## config.mk

```make
export PLATFORM = sky130hd
export DESIGN_NAME = adc_serial_mode_ctrl
export DESIGN_NICKNAME = d
export VERILOG_FILES = /design/src/rtl/adc_mode_pkg.sv /design/src/rtl/adc_edge_counter.sv /design/src/rtl/adc_mode_fsm.sv /design/src/rtl/adc_out_shifter.sv /design/src/rtl/adc_serial_mode_ctrl.sv
export SDC_FILE = /design/constraint.sdc
export NUM_CORES = 1
export LEC_CHECK = 0
export BUFFER_PORTS_ARGS = -buffer_cell sky130_fd_sc_hd__buf_2
export CORE_ASPECT_RATIO = 0.7
export CORE_MARGIN = 4
export CORE_UTILIZATION = 40
export CTS_CLUSTER_DIAMETER = 100
export CTS_CLUSTER_SIZE = 12
export DETAILED_ROUTE_END_ITERATION = 8
export GPL_TIMING_DRIVEN = 0
export MAX_ROUTING_LAYER = met4
export PLACE_DENSITY = 0.73
export REMOVE_ABC_BUFFERS = 1
export SETUP_SLACK_MARGIN = 0.3
export SYNTH_ARGS = -nofsm -noshare
export SYNTH_HDL_FRONTEND = slang
export SYNTH_HIERARCHICAL = 1
export SYNTH_SLANG_ARGS = --single-unit
```

## constraint.sdc

```tcl
create_clock -name clk -period 1.9 [get_ports clk]
set_input_delay 0.285 -clock clk [delete_from_list [all_inputs] [get_ports clk]]
set_output_delay 0.285 -clock clk [all_outputs]
set_load 0.05 [all_outputs]
```

## src/rtl/adc_mode_pkg.sv

```systemverilog
package adc_mode_pkg;

    typedef enum logic [1:0] {
        MODE_NORMAL = 2'd0,
        MODE_DAISY  = 2'd1,
        MODE_PWRDN  = 2'd2
    } mode_e;

    // edge-count thresholds applied when the frame closes
    localparam int unsigned PD_MIN     = 2;
    localparam int unsigned CHAIN_MIN  = 10;
    localparam int unsigned CHAIN_BAD  = 12;
    localparam int unsigned CONV_MIN   = 13;
    // edge ordinals for captured bits and track release
    localparam int unsigned CHN_EDGE   = 3;
    localparam int unsigned KEEP_EDGE  = 4;
    localparam int unsigned TRACK_EDGE = 5;

    typedef struct packed {
        mode_e mode;
        logic  powered;
        logic  chain_ok;
    } mode_state_t;

    function automatic mode_state_t next_state(mode_state_t cur, int unsigned n,
                                               logic chn, logic keep);
        mode_state_t nx;
        nx = cur;
        if (n < PD_MIN) begin
            nx = cur;
        end else if (n < CHAIN_MIN) begin
            nx.mode = MODE_PWRDN;
        end else if (n <= CHAIN_BAD) begin
            nx.mode = (cur.mode == MODE_DAISY) ? MODE_NORMAL : MODE_DAISY;
        end else if (cur.mode == MODE_DAISY) begin
            nx.mode = (chn == keep) ? MODE_NORMAL : MODE_DAISY;
        end else begin
            nx.mode = MODE_NORMAL;
        end

        if (n >= PD_MIN) begin
            nx.powered = (nx.mode != MODE_PWRDN) && (n >= CHAIN_MIN);
            if (nx.mode != MODE_DAISY)
                nx.chain_ok = 1'b0;
            else if (cur.mode != MODE_DAISY)
                nx.chain_ok = (n < CHAIN_BAD);
            else
                nx.chain_ok = cur.chain_ok;
        end
        return nx;
    endfunction

endpackage

```

## src/rtl/adc_edge_counter.sv

```systemverilog
module adc_edge_counter
    import adc_mode_pkg::*;
#(
    parameter int unsigned FRAME_BITS = 16,
    parameter int unsigned CNT_W      = $clog2(FRAME_BITS + 1)
) (
    input  logic             clk,
    input  logic             rst,
    input  logic             frame_n,
    input  logic             bit_clk,
    input  logic             ctl_in,
    output logic             open_ev,
    output logic             close_ev,
    output logic             edge_ev,
    output logic             active,
    output logic [CNT_W-1:0] cnt,
    output logic             chn,
    output logic             keep
);
    localparam logic [CNT_W-1:0] CNT_MAX = CNT_W'(FRAME_BITS);
    localparam logic [CNT_W-1:0] CHN_AT  = CNT_W'(CHN_EDGE - 1);
    localparam logic [CNT_W-1:0] KEEP_AT = CNT_W'(KEEP_EDGE - 1);

    logic frame_q;
    logic clk_q;

    assign active   = ~frame_q;
    assign open_ev  = frame_q & ~frame_n;
    assign close_ev = ~frame_q & frame_n;
    assign edge_ev  = clk_q & ~bit_clk & ~frame_q & ~frame_n;

    always_ff @(posedge clk) begin
        if (rst) begin
            frame_q <= 1'b1;
            clk_q   <= 1'b1;
            cnt     <= '0;
            chn     <= 1'b0;
            keep    <= 1'b0;
        end else begin
            frame_q <= frame_n;
            clk_q   <= bit_clk;
            if (open_ev) begin
                cnt <= '0;
            end else if (edge_ev) begin
                if (cnt != CNT_MAX)
                    cnt <= cnt + 1'b1;
                if (cnt == CHN_AT)
                    chn <= ctl_in;
                if (cnt == KEEP_AT)
                    keep <= ctl_in;
            end
        end
    end

endmodule

```

## src/rtl/adc_mode_fsm.sv

```systemverilog
module adc_mode_fsm
    import adc_mode_pkg::*;
#(
    parameter int unsigned CNT_W      = 5,
    parameter mode_e       RESET_MODE = MODE_NORMAL
) (
    input  logic             clk,
    input  logic             rst,
    input  logic             open_ev,
    input  logic             close_ev,
    input  logic             edge_ev,
    input  logic [CNT_W-1:0] cnt,
    input  logic             chn,
    input  logic             keep,
    output mode_state_t      st,
    output logic             track
);
    localparam logic [CNT_W-1:0] TRACK_AT = CNT_W'(TRACK_EDGE - 1);

    mode_state_t st_nx;

    always_comb begin
        st_nx = next_state(st, 32'(cnt), chn, keep);
    end

    always_ff @(posedge clk) begin
        if (rst) begin
            st.mode     <= RESET_MODE;
            st.powered  <= 1'b0;
            st.chain_ok <= 1'b0;
            track       <= 1'b0;
        end else begin
            if (close_ev)
                st <= st_nx;
            if (open_ev)
                track <= 1'b0;
            else if (edge_ev && cnt == TRACK_AT)
                track <= 1'b1;
            else if (close_ev && st_nx.mode == MODE_PWRDN && 32'(cnt) >= PD_MIN)
                track <= 1'b0;
        end
    end

endmodule

```

## src/rtl/adc_out_shifter.sv

```systemverilog
module adc_out_shifter #(
    parameter int unsigned FRAME_BITS = 16
) (
    input  logic                  clk,
    input  logic                  rst,
    input  logic                  load,
    input  logic                  shift,
    input  logic                  fill,
    input  logic [FRAME_BITS-1:0] word,
    output logic                  msb
);
    logic [FRAME_BITS-1:0] sreg;

    assign msb = sreg[FRAME_BITS-1];

    always_ff @(posedge clk) begin
        if (rst)
            sreg <= '0;
        else if (load)
            sreg <= word;
        else if (shift)
            sreg <= {sreg[FRAME_BITS-2:0], fill};
    end

endmodule

```

## src/rtl/adc_serial_mode_ctrl.sv

```systemverilog
module adc_serial_mode_ctrl
    import adc_mode_pkg::*;
#(
    parameter int unsigned FRAME_BITS = 16,
    parameter int unsigned RES_BITS   = 10,
    parameter mode_e       RESET_MODE = MODE_NORMAL
) (
    input  logic                clk,
    input  logic                rst,
    input  logic                frame_n,
    input  logic                bit_clk,
    input  logic                ctl_in,
    input  logic [RES_BITS-1:0] sample_in,
    output logic                data_out,
    output logic                data_oe,
    output logic                track,
    output logic [1:0]          mode,
    output logic                powered,
    output logic                chain_valid
);
    localparam int unsigned CNT_W = $clog2(FRAME_BITS + 1);
    localparam int unsigned PAD_W = FRAME_BITS - RES_BITS - 2;

    logic             open_ev, close_ev, edge_ev, active;
    logic [CNT_W-1:0] cnt;
    logic             chn, keep;
    mode_state_t      st;
    logic [FRAME_BITS-1:0] word;

    adc_edge_counter #(.FRAME_BITS(FRAME_BITS), .CNT_W(CNT_W)) u_cnt (
        .clk(clk), .rst(rst), .frame_n(frame_n), .bit_clk(bit_clk), .ctl_in(ctl_in),
        .open_ev(open_ev), .close_ev(close_ev), .edge_ev(edge_ev), .active(active),
        .cnt(cnt), .chn(chn), .keep(keep)
    );

    adc_mode_fsm #(.CNT_W(CNT_W), .RESET_MODE(RESET_MODE)) u_fsm (
        .clk(clk), .rst(rst), .open_ev(open_ev), .close_ev(close_ev), .edge_ev(edge_ev),
        .cnt(cnt), .chn(chn), .keep(keep), .st(st), .track(track)
    );

    assign word = {1'b0, chn, sample_in, {PAD_W{1'b0}}};

    adc_out_shifter #(.FRAME_BITS(FRAME_BITS)) u_out (
        .clk(clk), .rst(rst), .load(open_ev), .shift(edge_ev),
        .fill((st.mode == MODE_DAISY) ? ctl_in : 1'b0),
        .word(word), .msb(data_out)
    );

    assign data_oe     = active;
    assign mode        = st.mode;
    assign powered     = st.powered;
    assign chain_valid = st.chain_ok;

endmodule

```

; Yosys cells after proc, flatten, opt, wreduce, memory -nomap -nowiden
; Index checks and enable logic that the tools add are counted.
[word_totals]
reg_bits = 30
in_bits = 15
output_inout_bits = 7
elab_cells = 63
[op_classes]
n_addsub = 1
order_cmp = 6
n_eq_ne = 10
mux = 13
n_bitwise = 9
reduce_logical = 13
[ops]
columns = cell, count
row1 = $mux 15, 2
row2 = $eq 5x2->1 const B, 2
row3 = $lt 5x4->1 const B, 2
row4 = $reduce_and 3->1, 3
row5 = $mux 2, 4
row6 = $mux 1, 7
row7 = $reduce_bool 2->1, 3
row8 = $add 5x1->5 const B, 1
row9 = $and 1x1->1, 5
row10 = $eq 5x3->1 const B, 1
row11 = $ge 5x2->1 const B, 1
row12 = $ge 5x4->1 const B, 1
row13 = $le 5x4->1 const B, 1
row14 = $lt 5x2->1 const B, 1
row15 = $ne 5x5->1 const B, 1
row16 = $logic_and 1x1->1, 4
row17 = $ne 2x1->1 const B, 2
row18 = $not 1->1, 4
row19 = $reduce_and 2->1, 2
row20 = $eq 2x1->1 const B, 1
row21 = $eq 2x2->1 const B, 1
row22 = $ne 2x2->1 const B, 1
row23 = $reduce_or 2->1, 1
row24 = $eq 1x1->1, 1

; Depth between registers and ports, before layout
[logic_depth]
word_depth = 11
depth_mapped = 6
depth_no_buf = 5

; Modules after synthesis
; Netlist, hierarchy kept.
[modules_own_cells]
columns = module, n_inst, cells_per_inst, area_each_um2, seq_area_each_um2
row1 = adc_out_shifter, 1, 71, 805.8, 320.3
row2 = adc_edge_counter, 1, 52, 452.9, 180.2
row3 = adc_mode_fsm, 1, 32, 290.3, 100.1
row4 = adc_serial_mode_ctrl, 1, 2, 12.5, 0.0

; Worst setup path after synthesis
; OpenSTA, ideal clock, no wires.
[synth_timing]
kind = reg2reg
startpoint = register u_cnt.frame_q
endpoint = register u_fsm.track
setup_ns = 0.079
t_arrival_ns = 1.689
required_time_ns = 1.821
slack_ns = 0.132
path_stages_with_launch = 6
n_path_buf = 0
period_less_slack_ns = 1.768
path_cell_list = dfxtp_1 > or4b_4 > inv_1 > nand2_1 > or4_4 > a211oi_2
[synth_via]
elab_chain_len = 5
elab_cells_between_ends = 11
cone_classes = 1 x mux / 5 x bitwise / 5 x reduce/logical
[synth_lines]
columns = item, line
row1 = from (decl), adc_edge_counter.sv:24  ; logic frame_q;
row2 = from (signal assigned), adc_edge_counter.sv:40  ; frame_q <= frame_n;
row3 = $not 1->1 (*), adc_edge_counter.sv:30  ; assign edge_ev = clk_q & ~bit_clk & ~frame_q & ~frame_n;
row4 = $and 1x1->1 (*) (2 in series), adc_edge_counter.sv:30
row5 = via edge_ev, adc_serial_mode_ctrl.sv:24  ; logic open_ev, close_ev, edge_ev, active;
row6 = $logic_and 1x1->1 (*), adc_mode_fsm.sv:37  ; else if (edge_ev && cnt == TRACK_AT)
row7 = $mux 1 or $reduce_bool 2->1 (tied branches), --
row8 = to (signal assigned), adc_mode_fsm.sv:36  ; track <= 1'b0;
row9 = to (signal assigned), adc_mode_fsm.sv:38  ; track <= 1'b1;
row10 = to (signal assigned), adc_mode_fsm.sv:40  ; track <= 1'b0;
row11 = to (decl), adc_mode_fsm.sv:16  ; output logic track
; Mark *: on every way through the listed nets, which the timed path passes. The rest lies on a longest branch.
; A chain may end at the register's enable or synchronous reset.

; Worst setup path in the final report
; Ends and elaborated chain as after synthesis.

==> results.py <==
metrics = {
    "run_status": {
        "status": "completed",
    },
    "power_and_ir_drop": {
        "p_sw_mw": 0.339,
        "p_seq_share_pct": 46.3,
        "internal_power_mw": 1.12,
        "p_total_mw": 1.45,
        "ir_drop_mv": 0.427,
        "p_leak_nw": 0.735,
        "switching_share_pct": 23.3,
        "p_per_area_nw_per_um2": 759,
        "p_clk_share_pct": 43.1,
        "p_comb_share_pct": 10.6,
    },
    "cells_and_area": {
        "fillers": 354,
        "fin_area_um2": 1920,
        "antenna_cells": 0,
        "layout-drive-gt1-share_pct": 32.3,
        "synthToLayoutAreaGrowth_pct": 22.8,
        "layout.nets": 212,
    },
    "route": {
        "drt_iter0_markers": 44,
        "drtAntennaViolNets": 0,
        "drt-total-wl_um": 3090,
        "drc": 0,
        "vias": 1212,
        "wl_per_cell_um": 12.6,
        "drt_pass1_iterations": 4,
        "viasPerCell": 4.95,
    },
    "floorplan": {
        "die_w_um": 82.7,
        "rows": 18,
        "pin_count": 22,
        "die_h_um": 60.3,
        "coreArea_um2": 3650,
        "start_util_pct": 42.8,
        "dieArea_um2": 4980,
    },
    "synthesis": {
        "syn_avg_cell_area_um2": 9.95,
        "synth_most_common_cell": "dfxtp_1",
        "synth_top_family_by_area": "compound AO/OA/AOI/OAI gates",
        "synth-edff-count": 0,
        "seq_area_frac_synth_pct": 38.5,
        "ys_seq_elements": 30,
        "synth_ff_type": "dfxtp_1",
        "synth_area_leader_cell": "dfxtp_1",
        "synth-simple-area-share_pct": 19.3,
        "ys_top_cells_by_area": "dfxtp_1, mux2i_1, a211oi_2",
        "synthArstFlopShare_pct": 0,
        "synth_area_um2": 1560,
        "synthCells": 157,
        "synth_cell_types": 41,
        "synth_compound_area_share_pct": 20.1,
        "synth.mux.area_fraction_pct": 13.5,
        "synth_commonest_cells": "dfxtp_1, mux2i_1, nor2b_1",
        "ys_warn_count": 6,
        "synth_xor_area_share_pct": 0.561,
        "synth_top_cell_area_share_pct": 38.5,
        "synth_adder_area_share_pct": 2.40,
    },
    "global_routing": {
        "grt_max_degree": 25,
        "grt_overflow_total": 0,
        "grt_usage_pct": 14.2,
        "grt_pass1_wl_um": 5140,
        "antenna_found_initial": 0,
        "first_global_vias": 1129,
    },
    "place": {
        "dp_hpwl_um": 2040,
        "dpl_cell_area_um2": 1690,
        "gp_congestion": 0.821,
        "io_buffer_count": 21,
    },
    "cts": {
        "h-tree-depth": 2,
        "cts_tree": "yes",
        "clkTransAtPathRegs_ps": 70,
        "hold_buffers": 0,
        "cts_buffer_depth": 2,
        "clkSinkCount": 30,
        "clock_latency_ps": 280,
        "cts_buffers": 5,
        "cts_root_buf": "clkbuf_8",
    },
    "setup_path": {
        "start_kind": "register",
        "reg2reg_from": "u_cnt/frame_q",
        "ff2ff_path_depth": 5,
        "crit_required_ps": 2110,
        "cp_max_fo": 6,
        "crit_type": "reg -> reg",
        "reg2reg_to": "u_fsm/track",
        "r2r_slack_ps": 170,
        "arrival_ps": 1930,
        "endpoint_kind": "register",
    },
    "sta": {
        "tns_ps": 0,
        "max_freq_mhz": 578,
        "timing.slew.headroom_pct": 63.7,
        "setup_viol": 0,
        "slew_viol_final": 0,
        "worst_slew_pin_slew_ps": 544,
        "final.period_utilization_pct": 91.0,
        "rsz0062_at_grt": "yes",
        "period_needed_ps": 1730,
        "clock_skew_ps": 6.43,
        "hold_viol": 0,
    },
    "worst_hold_path": {
        "hold_depth": 2,
        "worstHoldStart": "bit_clk",
        "hp-class": "in -> reg",
        "holdPathEnd": "u_cnt/clk_q",
    },
    "run": {
        "cap_violations": 0,
    },
}
==> how the worst max path moves through the flow <==
stage	startpoint	end	slack, ps
after detailed placement	bit_clk	u_fsm/track	-610
after global placement	bit_clk	u_fsm/track	-580
final	u_cnt/frame_q	u_fsm/track	170
after CTS	u_cnt/frame_q	u_fsm/track	180
after global routing	u_cnt/frame_q	u_fsm/track	120
after floorplan	u_cnt/frame_q	u_fsm/track	-320
==> state kept, by name, summed over array words and instances (netlist names) <==
signal	cells
u_cnt/chn	1
u_cnt/clk_q	1
u_cnt/cnt	5
u_cnt/frame_q	1
u_cnt/keep	1
u_fsm/st	4
u_fsm/track	1
u_out/sreg	16
==> cell usage in the layout (no fill, tap or decap), types with 3 or more instances in the layout <==
cell type	Yosys	layout
a21oi_1	6	5
a211oi_1	6	6
nor2b_1	16	16
clkbuf_8	0	5
buf_2	1	21
inv_1	9	6
nand2_1	8	8
clkinvlp_4	0	5
buf_4	1	8
ha_1	3	3
mux2i_1	21	20
dfxtp_1	30	29
nand3_1	8	8
conb_1	1	5
o21ai_0	4	4
a211oi_2	11	11
==> area by class of cell <==
cell class	instances	area [um2]	area share, %
Clock buffer	5	68.8	3.59
Sequential cell	30	602	31.4
Tap cell	50	62.6	3.26
Inverter	9	45.0	2.35
Multi-Input combinational cell	116	898	46.9
Timing Repair inverter	2	15.0	0.783
Timing Repair Buffer	30	185	9.66
Clock inverter	3	40.0	2.09
==> logic make-up (layout without fill, tap and decap cells) <==
kind of cell             count (synthesis)  after routing
AND/OR/NAND/NOR                         50             50
AO/OA/AOI/OAI                           36             36
flip-flops                              30             30
multiplexers                            21             21
buffers and inverters                   15             49
adder cells (fa/ha/maj)                  3              3
other                                    1              5
XOR/XNOR                                 1              1
==> metrics by stage <==
step | cells | utilization [%] | hold slack (ps) | worst slack, ps
finish | 245 | 52.5 | 211 | 171
floorplan | 155 | - | 350 | -323
global route | 245 | 52.5 | 224 | 115
detailed placement | 226 | 46.4 | 469 | -610
global placement | 226 | 46.4 | 466 | -584
CTS | 243 | 51.7 | 204 | 181
==> critical path, cell delays in order (launching register included) <==
cell and delay (ps):
dfxtp_2 320, or4b_4 570, clkinvlp_4 110, nand2_1 60, or4_4 430, a211oi_2 170
==> power groups by stage <==
stage                     Combinational (mW)  Clock, mW  Sequential (mW)
after CTS                              0.150      0.643            0.673
after floorplan                       0.0889          0            0.688
after detailed placement               0.135          0            0.688
final                                  0.154      0.626            0.674
after global placement                 0.134          0            0.686
after global routing                   0.171      0.677            0.677
==> routing by layer <==
metal	up-vias	wire, um	track usage, %
li1	635	-	-
met1	550	1550	18.4
met2	25	1370	21.2
met3	2	155	5.12
met4	0	16	3.03
met5	-	0	-
==> timing repair <==
item | 4_1_cts | 5_1_grt
gates resized for setup | 4 | 4
pin swaps | 3 | 4
cloned | 2 | 0
setup endpoints to repair | 22 | 22
buffers inserted | 7 | 2
(Power assumes the default switching activity.)
